--- config.mk ---
export PLATFORM = sky130hd
export DESIGN_NAME = smbus_blkbuf_top
export DESIGN_NICKNAME = d
export VERILOG_FILES = /design/src/rtl/smb_blk_pkg.sv /design/src/rtl/smb_blk_buf.sv /design/src/rtl/smb_blk_seq.sv /design/src/rtl/smbus_blkbuf_top.sv
export SDC_FILE = /design/constraint.sdc
export NUM_CORES = 1
export LEC_CHECK = 0
export CORE_UTILIZATION = 37
export DETAILED_ROUTE_END_ITERATION = 16
export DONT_BUFFER_PORTS = 1
export SLEW_MARGIN = 20
export SYNTH_ARGS = -nofsm -noshare
export SYNTH_HDL_FRONTEND = slang
export SYNTH_HIERARCHICAL = 1
export SYNTH_SLANG_ARGS = --single-unit
export TNS_END_PERCENT = 50
--- constraint.sdc ---
create_clock -name clk -period 9.2 [get_ports clk]
set_input_delay 1.38 -clock clk [delete_from_list [all_inputs] [get_ports clk]]
set_output_delay 1.38 -clock clk [all_outputs]
set_load 0.02 [all_outputs]
--- src/rtl/smb_blk_pkg.sv ---
// Shared encodings of the SMBus block transfer engine.
// Assumes register offsets and status bit positions are fixed by software.
package smb_blk_pkg;

    typedef enum logic [1:0] {
        OP_WR      = 2'd0,
        OP_RD_ACK  = 2'd1,
        OP_RD_NACK = 2'd2,
        OP_STOP    = 2'd3
    } bus_op_e;

    typedef enum logic [2:0] {
        S_IDLE,
        S_CNT,
        S_DATA,
        S_WAIT,
        S_STOP
    } seq_st_e;

    localparam logic [2:0] A_STAT = 3'd0;
    localparam logic [2:0] A_CTRL = 3'd1;
    localparam logic [2:0] A_CNT  = 3'd2;
    localparam logic [2:0] A_BLK  = 3'd3;
    localparam logic [2:0] A_AUX  = 3'd4;

    localparam int ST_BDONE = 7;
    localparam int ST_FAIL  = 4;
    localparam int ST_DONE  = 1;
    localparam int ST_BUSY  = 0;

    localparam int CTL_START = 6;
    localparam int CTL_LAST  = 5;
    localparam int CTL_DIR   = 0;
    localparam logic [2:0] CTL_BLOCK_CODE = 3'b101;

endpackage

--- src/rtl/smb_blk_buf.sv ---
// Payload store with a software port and an engine port.
// Assumes the engine port wins when both write in the same cycle.
module smb_blk_buf #(
    parameter int DEPTH = 32,
    parameter int IDX_W = $clog2(DEPTH)
) (
    input  logic             clk,
    input  logic             sw_we,
    input  logic [IDX_W-1:0] sw_idx,
    input  logic [7:0]       sw_wdata,
    input  logic             eng_we,
    input  logic [IDX_W-1:0] eng_idx,
    input  logic [7:0]       eng_wdata,
    output logic [7:0]       sw_rdata,
    output logic [7:0]       eng_rdata
);

    logic [7:0] mem [DEPTH];

    // Write one entry per cycle, engine first.
    always_ff @(posedge clk) begin
        if (eng_we) begin
            mem[eng_idx] <= eng_wdata;
        end else if (sw_we) begin
            mem[sw_idx] <= sw_wdata;
        end
    end

    // Asynchronous read on both ports.
    always_comb begin
        sw_rdata  = mem[sw_idx];
        eng_rdata = mem[eng_idx];
    end

endmodule

--- src/rtl/smb_blk_seq.sv ---
// Transfer sequencer: count byte, payload bytes, stop. It also owns the
// status flags. Assumes cmd_done pulses for one cycle per command.
module smb_blk_seq
    import smb_blk_pkg::*;
#(
    parameter int MAX_LEN = 32,
    parameter int IDX_W   = $clog2(MAX_LEN),
    parameter int CNT_W   = $clog2(MAX_LEN + 1)
) (
    input  logic             clk,
    input  logic             rst_n,
    input  logic             start,
    input  logic             start_rd,
    input  logic             buf_mode,
    input  logic [7:0]       cnt_in,
    input  logic [7:0]       hold_in,
    input  logic             ctrl_last,
    input  logic [7:0]       buf_rd,
    input  logic [7:0]       stat_clr,
    output logic             cmd_valid,
    output logic [1:0]       cmd_op,
    output logic [7:0]       cmd_wdata,
    input  logic             cmd_done,
    input  logic [7:0]       cmd_rdata,
    output logic             busy,
    output logic             bdone,
    output logic             xfail,
    output logic             xdone,
    output logic             buf_we,
    output logic [IDX_W-1:0] eng_idx,
    output logic             cnt_we,
    output logic             hold_we
);

    localparam logic [7:0] MAX_B = 8'(MAX_LEN);

    seq_st_e          st;
    logic             rd_q, bm_q, last_q, fin_q, err_q;
    logic [CNT_W-1:0] len_q, nxt_q;
    logic             is_last, data_fin, cnt_bad, wcnt_bad;

    // Decide whether the current read byte is the final one.
    always_comb begin
        is_last  = (nxt_q == (len_q - 1'b1)) || (!bm_q && last_q);
        data_fin = rd_q ? is_last : ((nxt_q + 1'b1) == len_q);
        cnt_bad  = (cmd_rdata == 8'd0) || (cmd_rdata > MAX_B);
        wcnt_bad = (cnt_in == 8'd0) || (cnt_in > MAX_B);
    end

    // Present the bus command for the current state.
    always_comb begin
        cmd_valid = (st == S_CNT) || (st == S_DATA) || (st == S_STOP);
        cmd_op    = OP_WR;
        cmd_wdata = 8'd0;
        case (st)
            S_CNT: begin
                cmd_op    = rd_q ? OP_RD_ACK : OP_WR;
                cmd_wdata = 8'(len_q);
            end
            S_DATA: begin
                if (rd_q) cmd_op = is_last ? OP_RD_NACK : OP_RD_ACK;
                else      cmd_op = OP_WR;
                cmd_wdata = bm_q ? buf_rd : hold_in;
            end
            S_STOP:  cmd_op = OP_STOP;
            default: cmd_op = OP_WR;
        endcase
    end

    // Engine-side write strobes into the count, holding and buffer stores.
    always_comb begin
        eng_idx = nxt_q[IDX_W-1:0];
        cnt_we  = (st == S_CNT) && cmd_done && rd_q && !cnt_bad;
        buf_we  = (st == S_DATA) && cmd_done && rd_q && bm_q;
        hold_we = (st == S_DATA) && cmd_done && rd_q && !bm_q;
    end

    // Sequence the transfer and update status flags.
    always_ff @(posedge clk) begin
        if (!rst_n) begin
            st     <= S_IDLE;
            rd_q   <= 1'b0;
            bm_q   <= 1'b0;
            last_q <= 1'b0;
            fin_q  <= 1'b0;
            err_q  <= 1'b0;
            len_q  <= '0;
            nxt_q  <= '0;
            busy   <= 1'b0;
            bdone  <= 1'b0;
            xfail  <= 1'b0;
            xdone  <= 1'b0;
        end else begin
            if (stat_clr[ST_BDONE]) bdone <= 1'b0;
            if (stat_clr[ST_FAIL])  xfail <= 1'b0;
            if (stat_clr[ST_DONE])  xdone <= 1'b0;
            case (st)
                S_IDLE: if (start) begin
                    busy  <= 1'b1;
                    rd_q  <= start_rd;
                    bm_q  <= buf_mode;
                    nxt_q <= '0;
                    len_q <= cnt_in[CNT_W-1:0];
                    if (!start_rd && wcnt_bad) begin
                        xfail <= 1'b1;
                        err_q <= 1'b1;
                        st    <= S_STOP;
                    end else begin
                        st <= S_CNT;
                    end
                end
                S_CNT: if (cmd_done) begin
                    if (rd_q && cnt_bad) begin
                        xfail <= 1'b1;
                        err_q <= 1'b1;
                        st    <= S_STOP;
                    end else begin
                        if (rd_q) len_q <= cmd_rdata[CNT_W-1:0];
                        last_q <= ctrl_last;
                        st     <= S_DATA;
                    end
                end
                S_DATA: if (cmd_done) begin
                    nxt_q <= nxt_q + 1'b1;
                    if (!bm_q) begin
                        bdone <= 1'b1;
                        fin_q <= data_fin;
                        st    <= S_WAIT;
                    end else begin
                        st <= data_fin ? S_STOP : S_DATA;
                    end
                end
                S_WAIT: if (!bdone) begin
                    last_q <= ctrl_last;
                    st     <= fin_q ? S_STOP : S_DATA;
                end
                S_STOP: if (cmd_done) begin
                    busy  <= 1'b0;
                    if (!err_q) xdone <= 1'b1;
                    err_q <= 1'b0;
                    st    <= S_IDLE;
                end
                default: st <= S_IDLE;
            endcase
        end
    end

endmodule

--- src/rtl/smbus_blkbuf_top.sv ---
// SMBus block transfer engine: register decode, index, count and holding
// registers, payload buffer and sequencer. Assumes one register access per
// cycle; reg_rdata is combinational and reg_rd only applies side effects.
module smbus_blkbuf_top
    import smb_blk_pkg::*;
#(
    parameter int MAX_LEN = 32,
    parameter int BUF_EN  = 1
) (
    input  logic       clk,
    input  logic       rst_n,
    input  logic       reg_wr,
    input  logic       reg_rd,
    input  logic [2:0] reg_addr,
    input  logic [7:0] reg_wdata,
    output logic [7:0] reg_rdata,
    output logic       cmd_valid,
    output logic [1:0] cmd_op,
    output logic [7:0] cmd_wdata,
    input  logic       cmd_done,
    input  logic [7:0] cmd_rdata
);

    localparam int IDX_W = $clog2(MAX_LEN);
    localparam int CNT_W = $clog2(MAX_LEN + 1);

    logic [7:0]       ctrl_q, data0_q, hold_q;
    logic [1:0]       aux_q, aux_mask;
    logic [IDX_W-1:0] sw_idx, eng_idx;
    logic [7:0]       sw_rdata, eng_rdata, stat_clr;
    logic             busy, bdone, xfail, xdone;
    logic             buf_we, cnt_we, hold_we, start;
    logic             wr_ctrl, wr_blk, rd_ctrl, rd_blk;

    // Buffer-mode bit is writable only when the buffer is built in.
    generate
        if (BUF_EN != 0) begin : g_buf_on
            assign aux_mask = 2'b11;
        end else begin : g_buf_off
            assign aux_mask = 2'b01;
        end
    endgenerate

    // Decode register strobes and the start command.
    always_comb begin
        wr_ctrl  = reg_wr && (reg_addr == A_CTRL);
        wr_blk   = reg_wr && (reg_addr == A_BLK);
        rd_ctrl  = reg_rd && (reg_addr == A_CTRL);
        rd_blk   = reg_rd && (reg_addr == A_BLK);
        start    = wr_ctrl && reg_wdata[CTL_START] && !busy &&
                   (reg_wdata[4:2] == CTL_BLOCK_CODE);
        stat_clr = (reg_wr && (reg_addr == A_STAT)) ? reg_wdata : 8'd0;
    end

    // Software-visible registers and the buffer index.
    always_ff @(posedge clk) begin
        if (!rst_n) begin
            ctrl_q  <= 8'd0;
            data0_q <= 8'd0;
            hold_q  <= 8'd0;
            aux_q   <= 2'd0;
            sw_idx  <= '0;
        end else begin
            if (wr_ctrl) ctrl_q <= reg_wdata & 8'hBF;
            if (cnt_we) data0_q <= cmd_rdata;
            else if (reg_wr && (reg_addr == A_CNT) && !busy) data0_q <= reg_wdata;
            if (hold_we) hold_q <= cmd_rdata;
            else if (wr_blk && !aux_q[1]) hold_q <= reg_wdata;
            if (reg_wr && (reg_addr == A_AUX)) aux_q <= reg_wdata[1:0] & aux_mask;
            if (rd_ctrl) sw_idx <= '0;
            else if ((wr_blk || rd_blk) && aux_q[1]) sw_idx <= sw_idx + 1'b1;
        end
    end

    // Register read multiplexer.
    always_comb begin
        case (reg_addr)
            A_STAT:  reg_rdata = {bdone, 2'b00, xfail, 2'b00, xdone, busy};
            A_CTRL:  reg_rdata = ctrl_q;
            A_CNT:   reg_rdata = data0_q;
            A_BLK:   reg_rdata = aux_q[1] ? sw_rdata : hold_q;
            A_AUX:   reg_rdata = {6'd0, aux_q};
            default: reg_rdata = 8'd0;
        endcase
    end

    smb_blk_buf #(.DEPTH(MAX_LEN), .IDX_W(IDX_W)) u_buf (
        .clk       (clk),
        .sw_we     (wr_blk && aux_q[1]),
        .sw_idx    (sw_idx),
        .sw_wdata  (reg_wdata),
        .eng_we    (buf_we),
        .eng_idx   (eng_idx),
        .eng_wdata (cmd_rdata),
        .sw_rdata  (sw_rdata),
        .eng_rdata (eng_rdata)
    );

    smb_blk_seq #(.MAX_LEN(MAX_LEN), .IDX_W(IDX_W), .CNT_W(CNT_W)) u_seq (
        .clk       (clk),
        .rst_n     (rst_n),
        .start     (start),
        .start_rd  (reg_wdata[CTL_DIR]),
        .buf_mode  (aux_q[1]),
        .cnt_in    (data0_q),
        .hold_in   (hold_q),
        .ctrl_last (ctrl_q[CTL_LAST]),
        .buf_rd    (eng_rdata),
        .stat_clr  (stat_clr),
        .cmd_valid (cmd_valid),
        .cmd_op    (cmd_op),
        .cmd_wdata (cmd_wdata),
        .cmd_done  (cmd_done),
        .cmd_rdata (cmd_rdata),
        .busy      (busy),
        .bdone     (bdone),
        .xfail     (xfail),
        .xdone     (xdone),
        .buf_we    (buf_we),
        .eng_idx   (eng_idx),
        .cnt_we    (cnt_we),
        .hold_we   (hold_we)
    );

endmodule

== Yosys cells after proc, flatten, opt, wreduce, memory -nomap -nowiden ==
Memory sizes are Yosys's and may differ from the RTL's. A register that Yosys moved wholly into a read port is not among the register bits.
Index checks and enable logic that the tools add are counted.
Cells by class
  add/subtract/negate cells: 3
  $lt $le $gt $ge: 2
  equality and inequality tests: 20
  multiplexer cells: 71
  bitwise logic cells: 2
  reductions and logical operators: 56
Operators with widths (count)
  $mux 8: 8
  $pmux 8 s5: 1
  $mux 6: 6
  $mux 1: 30
  $mux 3: 10
  $mux 5: 5
  $logic_and 1x1->1: 24
  $pmux 6 s2: 2
  $gt 8x6->1 const B: 2
  $logic_not 8->1: 2
  $pmux 8 s2: 1
  $pmux 3 s5: 1
  $ne 2x2->1 const B: 7
  $eq 3x2->1 const B: 4
  $eq 6x6->1: 2
  $reduce_bool 2->1: 6
  $reduce_and 5->1: 2
  $eq 3x3->1 const B: 3
  $reduce_and 3->1: 3
  $reduce_or 8->1: 1
  $add 6x1->6 const B: 1
  $eq 3x1->1 const B: 2
  $logic_not 3->1: 2
  $logic_or 1x1->1: 6
  14 further kinds: 23
Word-level totals
  register bits: 54
  RAM bits: 256
  bits of input ports: 24
  logic and storage cells: 172
  memories: 1
Memory list
  u_buf.mem: depth 32, width 8, rd ports 2, clocked after memory_dff 2, write ports 1, line smb_blk_buf.sv:18  | logic [7:0] mem [DEPTH];

== Logic depth before layout (Yosys ltp) ==
  depth after elaboration: 9
  gate-level depth with buffers: 11
  mapped depth without buffers: 8

== Modules after synthesis ==
The synthesis kept the hierarchy.
Modules (own cells, without submodules)
  smb_blk_buf: instances 1, cells each 538, area each 12129.1 µm², sequential area each 7687.4 µm²
  smbus_blkbuf_top: instances 1, cells each 209, area each 1920.6 µm², sequential area each 600.6 µm²
  smb_blk_seq: instances 1, cells each 249, area each 1916.8 µm², sequential area each 480.5 µm²

== Worst setup path before layout ==
No wires, ideal clock.
  path kind: register -> output
  start: reg, netlist name sw_idx[0]
  end: out reg_rdata[7]
  arrival: 3.071 ns
  path slack: 4.749 ns
  cell stages (with the launch flop): 8
  cells stage by stage: dfxtp_1 -> buf_1 -> mux4_2 -> mux4_2 -> mux2_2 -> mux2_2 -> mux4_2 -> nor2b_1
RTL lines
  end: declaration: line smbus_blkbuf_top.sv:16  | output logic [7:0] reg_rdata,

==> impl_results.md <==
* Number of clock sinks at between 300 and 400
* Max-cap check violation count at 0
* Die span in y at 210 um
* Highest Clock Rate at between 150 and 200 MHz
* Maximum number of pins on one net before global-route repair at slightly above 70
* Initial core utilization at between 30% and 40%
* Launch point of the worst hold path: data0_q[7]
* Worst R2R Setup Slack at roughly 4500 ps
* Endpoint class of the critical path: output port
* Number of antenna violations at the first check in global routing at 1
* Worst hold stages at 2
* Via density per instance at slightly above 6
* Global placement routability congestion at between 0.8 and 0.9
* Final min period at 5870 ps
* Vias in the first global route at ~9400
* Ratio of total power to cell area at 167 mW/mm^2
* Final clock period utilization by the worst path at between 60% and 70%
* Final Hold Vio Count at 0
* Layout Area Growth over Synthesis at 11.7%
* Maximum level of the CTS H-tree at 2
* Relative max-transition margin at around 25%
* Ant. Diodes at 0
* Summed instance area of the synthesized netlist at 0.0159 mm^2
* Floorplan die width at ~210 um
* Data arrival time of the critical path at between 4000 and 5000 ps
* Via count at ~9500
* Final #Nets at about 1000
* Fill cell count at between 3000 and 4000
* Starting DRT DRC Count at between 1000 and 1500
* Setup Total Neg Slack at 0 ps
* Peak VDD IR at 0.0971 mV
* Total grt overflow at 0
* Synthesized area per cell at 16.1 um^2
* Total half-perimeter wirelength after legalization and detailed placement at around 28000 um
* GRT Total Usage at 19.8%
* Required time worst endpoint at 7820 ps
* Mapped Cells at 991
* Clock-pin slew of the registers on the worst-case setup and hold paths at 60 ps
* Reg-to-reg startpoint: u_seq/st[1]
* Count of antenna-violating nets left after detailed routing at 0
* Synthesized net count at between 1000 and 1500
* Maximum clock insertion buffer count at 3
* Transition at the pin with the smallest max-transition slack at roughly 1100 ps
* Buffers added on ports at 0
* Number of cell instances on the worst register-to-register path at 7
* Boundary pin count at 43
* Site row count at 75
* Total CTS buffers at 35
* Clock latency on the worst-skew pair at 510 ps
* Number of remaining DRC errors at 0
* Startpoint type of the worst setup path: flop
* FF-to-FF End: u_buf/mem[23][0]
* Static Leakage at around 0.0054 uW
* Layout cells sized above 1 at roughly 34%
* Cts-stage hold buffer count at 0
* Critical path type: flop to output port
* Worst Clk Skew at 16.3 ps
* Endpoint, Worst Hold: data0_q[7]
* Path category of the worst min-delay check: flop to flop
* Biggest fanout along the worst timing path at 36
* Clock tree from TritonCTS: done
* Placeable core region at 0.0422 mm^2
* Beginning of the critical path: sw_idx[0]
* Warning count from the yosys run at 6
* Iteration count of the initial detailed-routing pass at 5
* Unrepaired setup endpoints after global routing: false
* Average wire length per cell after detail routing at about 28 um
* Root buffer selected by CTS: sky130_fd_sc_hd__clkbuf_16
* Count of endpoints failing setup in the final report at 0
* Post-CTS setup buffers at 0
* Routed wire length at ~43000 um
* Wire length of the first global-routing pass at approximately 64000 um
* DIE AREA at about 0.044 mm^2
* Post-route worst hold slack at 476 ps
* Status: finished clean
* Number of max-slew violations in the final report at 0
* Post-cts repair resize count at 0
==> per-layer routing <==
layer / share of wire, % / track usage (%)
met2: 48 / 32.0
met5: 0 / 0
met3: 7.9 / 3.88
met1: 41 / 27.4
met4: 2.7 / 5.31
==> layout make-up <==
cell class,instances,area [um^2],share of cell area [%]
Timing Repair Buffer,42,315,1.77
Sequential cell,310,8780,49.3
Clock buffer,47,973,5.47
Tap cell,539,674,3.79
Clock inverter,14,171,0.963
Multi-Input combinational cell,587,6840,38.4
Inverter,13,48.8,0.274
==> worst max-delay path by stage <==
stage,end,depth (start not counted)
2_1_floorplan,reg_rdata[7],7
3_3_place_gp,reg_rdata[7],7
3_5_place_dp,reg_rdata[7],7
4_1_cts,reg_rdata[7],7
5_1_grt,reg_rdata[4],7
6_report,reg_rdata[7],7
==> stage by stage <==
stage | total power [uW] | utilization, % | cells | worst slack (ps) | instance area, um^2
2_1_floorplan | 1590 | - | 991 | 4750 | 15900
3_3_place_gp | 1600 | 39.3 | 1491 | 3860 | 16600
3_5_place_dp | 1610 | 39.3 | 1491 | 3830 | 16600
4_1_cts | 3000 | 42.0 | 1552 | 3280 | 17700
5_1_grt | 3060 | 42.2 | 1552 | 3140 | 17800
6_report | 2980 | 42.2 | 1552 | 3330 | 17800
==> registers in the layout (all words and copies together) (netlist names) <==
| name | cells |
|---|---|
| u_seq/xfail | 1 |
| aux_q | 2 |
| u_seq/rd_q | 1 |
| u_seq/err_q | 1 |
| u_seq/bdone | 1 |
| sw_idx | 5 |
| u_seq/last_q | 1 |
| ctrl_q | 7 |
| u_seq/nxt_q | 6 |
| u_seq/st | 3 |
| u_seq/len_q | 6 |
| u_buf/mem | 256 |
| u_seq/bm_q | 1 |
| hold_q | 8 |
| u_seq/fin_q | 1 |
| data0_q | 8 |
| u_seq/xdone | 1 |
| u_seq/busy | 1 |
==> cell usage in the layout (no fill, tap or decap), drive strengths merged, types with 4 or more instances in the layout <==
| master | count |
|---|---|
| and3 | 8 |
| nor2 | 35 |
| nor3 | 8 |
| or3 | 7 |
| nand2b | 24 |
| nand3 | 8 |
| or4 | 4 |
| a211oi | 8 |
| nor2b | 19 |
| edfxtp | 256 |
| o21ai | 28 |
| bufinv | 4 |
| mux4 | 162 |
| dfxtp | 54 |
| inv | 13 |
| a21oi | 31 |
| mux2i | 45 |
| a31oi | 5 |
| clkinv | 8 |
| buf | 42 |
| nor4 | 33 |
| o211ai | 17 |
| clkbuf | 47 |
| xnor2 | 6 |
| mux2 | 34 |
| and2 | 7 |
| nand2 | 41 |
| xor2 | 7 |
==> critical path: stages, from the launching register on <==
cell and delay (ps):
sky130_fd_sc_hd__dfxtp_4 820, sky130_fd_sc_hd__buf_4 700, sky130_fd_sc_hd__mux4_2 590, sky130_fd_sc_hd__mux4_2 560, sky130_fd_sc_hd__mux2_2 310, sky130_fd_sc_hd__mux2_2 270
sky130_fd_sc_hd__mux4_2 460, sky130_fd_sc_hd__nor2b_1 210
==> power breakdown <==
group	internal [uW]	leakage (uW)	switching [uW]	total, uW
clock network	854	0.000555	552	1410
registers	1520	0.00274	3.16	1520
logic	17.8	0.00206	35.8	53.6
(Power assumes the default switching activity.)
